===== src/rtl/rxq_pkg.sv =====
package rxq_pkg;
  typedef enum logic [2:0] {
    RXQ_BYTE = 3'd0,
    RXQ_D16  = 3'd1,
    RXQ_X128 = 3'd2,
    RXQ_A128 = 3'd3,
    RXQ_PROG = 3'd4
  } rxq_mode_e;
endpackage


===== src/rtl/rxq_level_lut.sv =====
module rxq_level_lut
  import rxq_pkg::*;
#(
  parameter int CNT_W       = 8,
  parameter int SMALL_DEPTH = 16,
  parameter int LARGE_DEPTH = 128
) (
  input  logic [2:0]       mode,
  input  logic [1:0]       trig_sel,
  input  logic [CNT_W-1:0] prog_upper,
  input  logic [CNT_W-1:0] prog_lower,
  output logic [CNT_W-1:0] upper,
  output logic [CNT_W-1:0] lower,
  output logic [CNT_W-1:0] depth,
  output logic             flow_en
);
  rxq_mode_e m;
  assign m = rxq_mode_e'(mode);

  always_comb begin
    upper   = CNT_W'(1);
    lower   = CNT_W'(1);
    depth   = CNT_W'(1);
    flow_en = 1'b1;
    case (m)
      RXQ_D16: begin
        depth   = CNT_W'(SMALL_DEPTH);
        flow_en = 1'b0;
        case (trig_sel)
          2'd0: upper = CNT_W'(1);
          2'd1: upper = CNT_W'(4);
          2'd2: upper = CNT_W'(8);
          default: upper = CNT_W'(14);
        endcase
        lower = upper;
      end
      RXQ_X128: begin
        depth = CNT_W'(LARGE_DEPTH);
        case (trig_sel)
          2'd0: upper = CNT_W'(1);
          2'd1: upper = CNT_W'(32);
          2'd2: upper = CNT_W'(64);
          default: upper = CNT_W'(112);
        endcase
      end
      RXQ_A128: begin
        depth = CNT_W'(LARGE_DEPTH);
        case (trig_sel)
          2'd0: begin upper = CNT_W'(16);  lower = CNT_W'(1);   end
          2'd1: begin upper = CNT_W'(32);  lower = CNT_W'(16);  end
          2'd2: begin upper = CNT_W'(112); lower = CNT_W'(32);  end
          default: begin upper = CNT_W'(120); lower = CNT_W'(112); end
        endcase
      end
      RXQ_PROG: begin
        depth = CNT_W'(LARGE_DEPTH);
        upper = (prog_upper == '0) ? CNT_W'(1) : prog_upper;
        lower = prog_lower;
      end
      default: begin
        upper = CNT_W'(1);
        lower = CNT_W'(1);
      end
    endcase
  end
endmodule


===== src/rtl/rxq_store.sv =====
module rxq_store #(
  parameter int DATA_W    = 8,
  parameter int DEPTH_MAX = 128,
  parameter int CNT_W     = 8,
  parameter int PTR_W     = 7
) (
  input  logic              clk,
  input  logic              rst_n,
  input  logic              clr,
  input  logic [CNT_W-1:0]  depth,
  input  logic              push_v,
  input  logic [DATA_W-1:0] push_d,
  input  logic              pop_rdy,
  output logic              out_valid,
  output logic [DATA_W-1:0] out_data,
  output logic [CNT_W-1:0]  count,
  output logic [CNT_W-1:0]  count_next,
  output logic              overrun
);
  logic [DATA_W-1:0] mem [DEPTH_MAX];
  logic [PTR_W-1:0]  wr_ptr, rd_ptr;
  logic              full, push_ok, pop_ok;

  assign full      = (count >= depth);
  assign out_valid = (count != '0);
  assign push_ok   = push_v && !full && !clr;
  assign pop_ok    = pop_rdy && out_valid && !clr;
  assign out_data  = mem[rd_ptr];

  function automatic logic [PTR_W-1:0] bump(input logic [PTR_W-1:0] p,
                                            input logic [CNT_W-1:0] d);
    if (CNT_W'(p) + CNT_W'(1) >= d) return '0;
    return p + PTR_W'(1);
  endfunction

  always_comb begin
    if (clr) count_next = '0;
    else     count_next = count + CNT_W'(push_ok) - CNT_W'(pop_ok);
  end

  always_ff @(posedge clk) begin
    if (push_ok) mem[wr_ptr] <= push_d;
  end

  always_ff @(posedge clk or negedge rst_n) begin
    if (!rst_n) begin
      wr_ptr  <= '0;
      rd_ptr  <= '0;
      count   <= '0;
      overrun <= 1'b0;
    end else if (clr) begin
      wr_ptr  <= '0;
      rd_ptr  <= '0;
      count   <= '0;
      overrun <= 1'b0;
    end else begin
      count <= count_next;
      if (push_ok) wr_ptr <= bump(wr_ptr, depth);
      if (pop_ok)  rd_ptr <= bump(rd_ptr, depth);
      if (push_v && full) overrun <= 1'b1;
    end
  end
endmodule


===== src/rtl/rxq_flow.sv =====
module rxq_flow #(
  parameter int CNT_W = 8
) (
  input  logic             clk,
  input  logic             rst_n,
  input  logic             clr,
  input  logic [CNT_W-1:0] count,
  input  logic [CNT_W-1:0] count_next,
  input  logic [CNT_W-1:0] upper,
  input  logic [CNT_W-1:0] lower,
  input  logic             flow_en,
  input  logic             irq_en,
  output logic             hold,
  output logic             irq
);
  logic hold_d;

  always_comb begin
    hold_d = hold;
    if (clr || !flow_en)           hold_d = 1'b0;
    else if (count_next >= upper)  hold_d = 1'b1;
    else if (count_next <= lower)  hold_d = 1'b0;
  end

  always_ff @(posedge clk or negedge rst_n) begin
    if (!rst_n) hold <= 1'b0;
    else        hold <= hold_d;
  end

  assign irq = irq_en && (count >= upper);
endmodule


===== src/rtl/rxq_thresh_fifo.sv =====
module rxq_thresh_fifo #(
  parameter int DATA_W      = 8,
  parameter int SMALL_DEPTH = 16,
  parameter int LARGE_DEPTH = 128,
  localparam int CNT_W      = $clog2(LARGE_DEPTH + 1),
  localparam int PTR_W      = $clog2(LARGE_DEPTH)
) (
  input  logic              clk,
  input  logic              rst_n,
  input  logic              fifo_clr,
  input  logic [2:0]        mode,
  input  logic [1:0]        trig_sel,
  input  logic [CNT_W-1:0]  prog_upper,
  input  logic [CNT_W-1:0]  prog_lower,
  input  logic              irq_en,
  input  logic              in_valid,
  input  logic [DATA_W-1:0] in_data,
  output logic              out_valid,
  input  logic              out_ready,
  output logic [DATA_W-1:0] out_data,
  output logic [CNT_W-1:0]  fill_level,
  output logic              rx_irq,
  output logic              flow_hold,
  output logic              overrun
);
  logic [CNT_W-1:0] upper_lvl, lower_lvl, depth_eff, count_next;
  logic             flow_en;

  rxq_level_lut #(
    .CNT_W(CNT_W), .SMALL_DEPTH(SMALL_DEPTH), .LARGE_DEPTH(LARGE_DEPTH)
  ) lut_i (
    .mode(mode), .trig_sel(trig_sel),
    .prog_upper(prog_upper), .prog_lower(prog_lower),
    .upper(upper_lvl), .lower(lower_lvl), .depth(depth_eff), .flow_en(flow_en)
  );

  rxq_store #(
    .DATA_W(DATA_W), .DEPTH_MAX(LARGE_DEPTH), .CNT_W(CNT_W), .PTR_W(PTR_W)
  ) store_i (
    .clk(clk), .rst_n(rst_n), .clr(fifo_clr), .depth(depth_eff),
    .push_v(in_valid), .push_d(in_data), .pop_rdy(out_ready),
    .out_valid(out_valid), .out_data(out_data),
    .count(fill_level), .count_next(count_next), .overrun(overrun)
  );

  rxq_flow #(.CNT_W(CNT_W)) flow_i (
    .clk(clk), .rst_n(rst_n), .clr(fifo_clr),
    .count(fill_level), .count_next(count_next),
    .upper(upper_lvl), .lower(lower_lvl), .flow_en(flow_en), .irq_en(irq_en),
    .hold(flow_hold), .irq(rx_irq)
  );
endmodule


===== config.mk =====
export PLATFORM = sky130hd
export DESIGN_NAME = rxq_thresh_fifo
export DESIGN_NICKNAME = d
export VERILOG_FILES = /design/src/rtl/rxq_pkg.sv /design/src/rtl/rxq_level_lut.sv /design/src/rtl/rxq_store.sv /design/src/rtl/rxq_flow.sv /design/src/rtl/rxq_thresh_fifo.sv
export SDC_FILE = /design/constraint.sdc
export NUM_CORES = 1
export LEC_CHECK = 0
export ABC_AREA = 0
export BUFFER_PORTS_ARGS = -buffer_cell sky130_fd_sc_hd__buf_2
export CAP_MARGIN = 10
export CORE_UTILIZATION = 60
export DETAILED_ROUTE_END_ITERATION = 6
export PLACE_DENSITY = 0.76
export SLEW_MARGIN = 20
export SYNTH_ARGS = -nofsm -noshare
export SYNTH_HDL_FRONTEND = slang
export SYNTH_HIERARCHICAL = 1
export SYNTH_SLANG_ARGS = --single-unit

===== constraint.sdc =====
create_clock -name clk -period 12.65 [get_ports clk]
set_clock_uncertainty 0.2 [all_clocks]
set_input_delay 2.53 -clock clk [delete_from_list [all_inputs] [get_ports clk]]
set_output_delay 2.53 -clock clk [all_outputs]
set_load 0.05 [all_outputs]

==> metrics.md, run 1 <==
| Metric | Value |
|---|---|
| Status | completed |
| Post-synth EDFFs | about 1000 |
| Critical Path Start | store_i/rd_ptr[2] |
| # hold bufs at CTS | 0 |
| Height of the chip | approximately 270 um |
| R2r setup slk | 7.63 ns |
| Number of DRC markers in iteration 0 | ~2900 |
| HP Class | register to register |
| Final WL | 94.4 mm |
| Syn Area/Cell | 19.0 sq um |
| Placed insts | 3134 |
| Cell Area, Synth | 42400 sq um |
| Reg-to-reg startpoint | store_i/count[0] |
| Total Routing Usage GR | 27.1% |
| Worst VDD drop | 0.169 mV |
| Hold Fails Final Rpt | 0 |
| Largest net degree at the start of global routing | slightly above 100 |
| Area grow syn2layout | 10.2% |
| Worst Tran Pin Value | between 1 and 1.5 ns |
| I/O pins | 55 |
| TritonCTS Buffers | 102 |
| Clock transition at path regs | 0.06 ns |
| Vias after detailed routing | 22100 |
| Max Root-Sink Buffers | 3 |
| Worst Hold Depth | 1 |
| Via density | 6.67 |
| FF-to-FF End | flow_i/hold |
| Synth cell types | 62 |
| Starting Density | 60.6% |
| Mapped Cells | 2233 |
| Sequential cell area fraction in the yosys report | 73.9% |
| Pwr dens | 181 nW/um^2 |
| FMAX | 126 MHz |
| Max Fanout on Critical Path | 45 |
| Post-place setup slack | 4.66 ns |
| Diode count | 0 |
| Slew margin rel. | 23.6% |
| H-tree depth | 3 |
| Critical Path Source Type | register |
| DRT Pass-1 Iters | 6 |
| Slew Limit Fails | 0 |
| Clock latency on the worst-skew pair | 0.64 ns |
| Setup WS post-layout | approximately 4.7 ns |
| Asr flop ratio synth | 2.29% |
| CTS sink count | 1048 |
| CP required | 9.92 ns |
| Setup TNS | 0 ns |
| NumNets Final | 2395 |
| Total congestion overflow | 0 |
| Max Cap Violations | 0 |
| Core ar. | 70000 sq um |
| CP endpoint kind | output port |
| Crit path kind | register to output port |
| Post-route ant nets | 0 |
| Tcrit/Tclk final | ~63% |
| Data arrival time of the critical path | 5.19 ns |
| Port bufs | 54 |
| CTS tree | built |
| # Post-CTS Setup Buffers | 0 |
| Yosys warns | 6 |
| RSZ-0062 raised after global routing | no |
| Post-DP HPWL | ~56 mm |
| Vias in the first global route | 22100 |
| Final core area utilization | about two thirds |
| R2R depth | 21 |
| Routed len/inst | 28.5 um |
| Clock root buffer | clkbuf_16 |
| #FFs+latches synth | ~1000 |
| Placer congestion estimate | 0.887 |
| Core Rows | 97 |
| Full die area | 71800 sq um |
| Worst Hold End | store_i/overrun |
| Post_cts resized | 0 |
| Initial antenna violation count | 0 |
| Synth Flop Type | edfxtp_1 |
| Share of post-route cells with drive strength above 1 | 21.4% |
| # DRC | 0 |
| Post-Layout Cell Count | about 3300 |
| Fin crit period | 7.92 ns |
| Final setup fails | 0 |
| Die W | between 200 and 300 um |
| Hold_sp | store_i/overrun |
| Leak | 14.6 nW |
| First-pass GRT wire length | 141 mm |
[cell usage in the layout (no fill, tap or decap), types with 14 or more instances in the layout]
cell / netlist / layout
ha_1: 61 / 61
edfxtp_1: 1024 / 1024
clkinv_2: 0 / 22
o21ai_0: 37 / 37
a22oi_1: 82 / 82
a221o_1: 17 / 17
a21oi_1: 38 / 38
nand4_1: 14 / 14
mux4_2: 192 / 192
mux2i_1: 65 / 65
clkbuf_16: 0 / 103
inv_1: 42 / 42
dfrtp_1: 24 / 22
buf_2: 39 / 46
buf_4: 10 / 40
a22o_1: 25 / 25
o22ai_1: 27 / 27
clkbuf_1: 69 / 19
nor2_1: 169 / 167
clkinv_1: 0 / 22
mux2_2: 65 / 65
nand2_1: 38 / 38
o221ai_1: 25 / 25
[critical path, stage by stage (launching register included)]
cell and delay [ns]:
dfrtp_4 0.86, buf_4 0.68, buf_4 0.65, mux4_2 0.42, a22o_1 0.29, a221oi_1 0.25, o22ai_1 0.12, nor3_1 0.58
o221ai_1 0.35, buf_2 0.30
[report_power, final]
part / total (mW) / switching [mW] / internal (mW)
logic: 1.66 / 0.946 / 0.712
registers: 3.91 / 0.0741 / 3.84
clock network: 2.88 / 1.22 / 1.66
[layer usage]
metal | track usage [%] | wire [um] | part of all wire, %
met3 | 4.54 | 8500 | 9.0
met4 | 10.4 | 3280 | 3.5
met1 | 39.0 | 37200 | 39
met2 | 42.2 | 45500 | 48
met5 | 0 | 0 | 0
[state kept, by name (all words and copies together), names as in the netlist]
name	cells
flow_i/hold	1
store_i/wr_ptr	7
store_i/mem	1024
store_i/rd_ptr	7
store_i/count	8
store_i/overrun	1
[kinds of logic (layout without fill, tap and decap cells)]
logic type / Yosys count / in the layout / synth area share [%]
compound gates: 315 / 315 / 5.50
other cells: 1 / 5 / 0.00884
buf+inv: 172 / 311 / 1.83
fa+ha+maj: 62 / 62 / 1.85
simple gates: 298 / 298 / 3.16
flops: 1048 / 1048 / 73.9
xor+xnor: 15 / 15 / 0.310
mux: 322 / 322 / 13.5
[metrics by stage]
| stage | total power, mW | instance area [sq um] | hold WS [ns] |
|---|---|---|---|
| floorplan | 5.18 | 42400 | 0.366 |
| global placement | 5.59 | 43600 | 0.301 |
| detailed placement | 5.63 | 43600 | 0.314 |
| CTS | 8.50 | 46700 | 0.329 |
| global route | 8.74 | 46700 | 0.348 |
| finish | 8.45 | 46700 | 0.325 |
[synthesized netlist by cell type (all sizes together), types with 12 or more instances]
cell,number,area (sq um)
a21oi,39,199
a221o,17,170
a221oi,17,205
a22o,25,219
a22oi,82,616
buf,61,362
clkbuf,69,259
dfrtp,24,601
edfxtp,1024,30700
ha,61,763
inv,42,158
mux2,65,732
mux2i,65,651
mux4,192,4320
nand2,38,143
nand2b,13,81.3
nand3,13,65.1
nand4,14,87.6
nor2,169,634
nor2b,16,100
nor3,12,60.1
o21ai,42,210
o221ai,25,219
o22ai,27,169
xnor2,12,105
[worst max-delay path by stage]
stage,end,slack [ns],cells after the start
final,out_data[5],4.73,9
after global routing,out_data[7],4.54,9
after CTS,out_data[7],4.66,9
after detailed placement,flow_i/hold,4.66,24
after global placement,flow_i/hold,4.77,24
after floorplan,flow_i/hold,5.35,25
[cell type report]
cell class	instances	area [sq um]
clock inverters	58	484
clock buffers	124	2680
flip-flops and latches	1048	31400
well taps	940	1180
fillers	4377	23300
inverters	42	158
repair buffers	87	551
multi-input cells	1017	10300
(Power assumes the default switching activity.)
==> inputs of run 2 (changes only) <==
- ABC_AREA: 0 -> 1
- clock period: 12.65 -> 7.9 ns (I/O delays scaled with it)
==> run 2 against run 1 <==
Clock power is 67% higher; cell count grew 73%; clock-buffer cell count fell by 5; highest routed layer unchanged.
==> metrics.md, run 2 <==
| Metric | Value |
|---|---|
| Status | completed |
| Yosys warns | 6 (unchanged) |
| Fin crit period | between 6 and 7 ns |
| FF-to-FF End | flow_i/hold |
| Total Routing Usage GR | 29.4% (+2.3 points) |
| Post_cts resized | 0 (unchanged) |
| Full die area | 80000 sq um (+11%) |
| RSZ-0062 raised after global routing | no |
| Pwr dens | 272 nW/um^2 (+51%) |
| HP Class | register to register |
| Placer congestion estimate | 0.949 (+6.9%) |
| CTS sink count | 1048 (unchanged) |
| Synth Flop Type | edfxtp_1 |
| # Post-CTS Setup Buffers | 0 (unchanged) |
| Largest net degree at the start of global routing | 210 (+110%) |
| Post-synth EDFFs | 1024 (unchanged) |
| FMAX | 163 MHz |
| Crit path kind | register to output port |
| Clock root buffer | clkbuf_16 |
| CTS tree | built |
| Worst Tran Pin Value | 1.13 ns (-0.0154 ns) |
| Max Cap Violations | 0 (unchanged) |
| Max Fanout on Critical Path | 135 (+200%) |
| Vias after detailed routing | 32600 (+47%) |
| Worst Hold End | store_i/overrun |
| Tcrit/Tclk final | 77.7% |
| Hold Slack | 0.362 ns (+0.0368 ns) |
| Data arrival time of the critical path | 4.36 ns (-0.83 ns) |
| Critical Path Source Type | register |
| I/O pins | 55 (unchanged) |
| Final setup fails | 0 (unchanged) |
| Area grow syn2layout | 8.46% |
| First-pass GRT wire length | 177 mm (+25%) |
| Most frequent cell after synthesis | nand2_1 |
| Reg-to-reg startpoint | store_i/count[1] |
| #FFs+latches synth | 1048 (unchanged) |
| Total congestion overflow | 0 (unchanged) |
| Most flops, register | store_i/mem |
| Area share of the largest cell type after synthesis | 65.0% (-7.5 points) |
| Final WL | 116 mm (+23%) |
| Number of DRC markers in iteration 0 | 4162 (+45%) |
| Most frequent cells in the layout | nand2_1, edfxtp_1, inv_1, nand3_1, nor2_1 |
| Biggest regs | store_i/mem: 1024 flops, store_i/count: 8 flops |
| Port bufs | 54 (unchanged) |
| CP endpoint kind | output port |
| DRT Pass-1 Iters | 6 (unchanged) |
| # DRC | 0 (unchanged) |
| Synth cell types | 48 (-23%) |
| Routed len/inst | 20.2 um (-29%) |
| Area leader, netlist | edfxtp_1 |
| Share of post-route cells with drive strength above 1 | 6.38% (-15 points) |
| # hold bufs at CTS | 0 (unchanged) |
| Worst VDD drop | 0.257 mV (+52%) |
| Starting Density | 60.9% (+0.28 points) |
| Commonest cells in the netlist | nand2_1, edfxtp_1, inv_1 |
| Fillers | 5666 (+29%) |
| Clock transition at path regs | 0.06 ns (about the same) |
| NumNets Final | 4701 (+96%) |
| Core ar. | 77700 sq um (+11%) |
| Slew margin rel. | 24.6% (+1.0 points) |
| Core Rows | 102 (+5.2%) |
| Clock latency on the worst-skew pair | 0.66 ns (+0.02 ns) |
| Slew Limit Fails | 0 (unchanged) |
| Cell Area, Synth | 47300 sq um (+11%) |
| Post-DP HPWL | 65.9 mm (+17%) |
| Most common cell after layout, fill and taps aside | nand2_1 |
| Hold_sp | store_i/overrun |
| H-tree depth | 3 (unchanged) |
| Via density | 5.69 (-15%) |
| CP required | 6.12 ns (-3.80 ns) |
| Vias in the first global route | 31200 (+41%) |
| R2r setup slk | 3.29 ns (-4.34 ns) |
| Worst Hold Depth | 2 (+1) |
| Post-route ant nets | 0 (unchanged) |
| Setup TNS | 0 ns (unchanged) |
| Top post-synthesis cells by area | edfxtp_1, nand2_1, nand3_1 |
| Mapped Cells | 4644 (+110%) |
| Die W | 283 um (+5.5%) |
| R2R depth | 28 (+33%) |
| Largest register FFs | 1024 (unchanged) |
| Leak | 20.9 nW (+43%) |
| Height of the chip | 283 um (+5.5%) |
| Asr flop ratio synth | 2.29% (unchanged) |
| TritonCTS Buffers | 102 (unchanged) |
| Sequential cell area fraction in the yosys report | 66.3% (-7.6 points) |
| Initial antenna violation count | 1 (+1) |
| Max Root-Sink Buffers | 3 (unchanged) |
| Syn Area/Cell | 10.2 sq um (-46%) |
| Hold Fails Final Rpt | 0 (unchanged) |
| PnR Total Power | 14.0 mW (+65%) |
## run 2: layout make-up
cell class,instances,area (sq um),area share (%)
diodes,1,2.50,0.00488
clock buffers,119,2660,5.18
clock inverters,69,652,1.27
inverters,564,2130,4.16
multi-input cells,2798,12500,24.5
flip-flops and latches,1048,31400,61.1
well taps,1040,1300,2.54
repair buffers,90,648,1.26
## run 2: how the worst max path moves through the flow
| stage | startpoint | cells past startpoint | to | slack [ns] |
|---|---|---|---|---|
| 3_5_place_dp | mode[0] | 30 | flow_i/hold | 1.52 |
| 2_1_floorplan | mode[0] | 30 | flow_i/hold | 2.11 |
| 5_1_grt | store_i/rd_ptr[0] | 13 | out_data[3] | 1.49 |
| 6_report | store_i/rd_ptr[0] | 13 | out_data[7] | 1.76 |
| 4_1_cts | store_i/rd_ptr[0] | 13 | out_data[4] | 1.85 |
| 3_3_place_gp | mode[0] | 30 | flow_i/hold | 1.55 |
## run 2: kinds of logic after synthesis
group	count (synthesis)	synth area share, %
simple gates	2477	21.6
flops	1048	66.3
buf+inv	802	7.24
compound gates	247	3.06
fa+ha+maj	62	1.66
xor+xnor	7	0.130
other cells	1	0.00793
## run 2: layer usage
layer  routed length (um)  up-vias  GRT usage [%]
li1                     -    15200              -
met1                45600    15400           41.0
met4                 4800        0           12.9
met2                53600     1693           45.8
met5                    0        -              0
met3                11700      308           5.15
## run 2: power breakdown
group	leakage, nW	switching (mW)	internal, mW
registers	9.52	0.0888	6.14
clock network	1.63	2.03	2.79
logic	9.75	2.07	0.853
total	20.9	4.19	9.79
## run 2: worst max-delay path, cell delays in order, from the launching register on
cell     delay (ns)
dfrtp_4        0.71
inv_8          0.67
buf_4          0.64
nand2_1        0.11
nand2_1        0.09
nand2_1        0.08
o21ai_1        0.11
nand2_1        0.06
nand3_1        0.14
nand3_1        0.24
nand3_1        0.17
nand3_1        0.10
nand2_1        0.19
buf_2          0.30
## run 2: per-stage QoR
step	cell area, sq um	std cells	utilization [%]	setup slack (ns)
floorplan	47300	4648	-	2.11
global placement	48000	5540	61.7	1.55
detailed placement	48000	5540	61.7	1.52
CTS	51300	5728	66.0	1.85
global route	51300	5728	66.0	1.49
finish	51300	5729	66.0	1.76
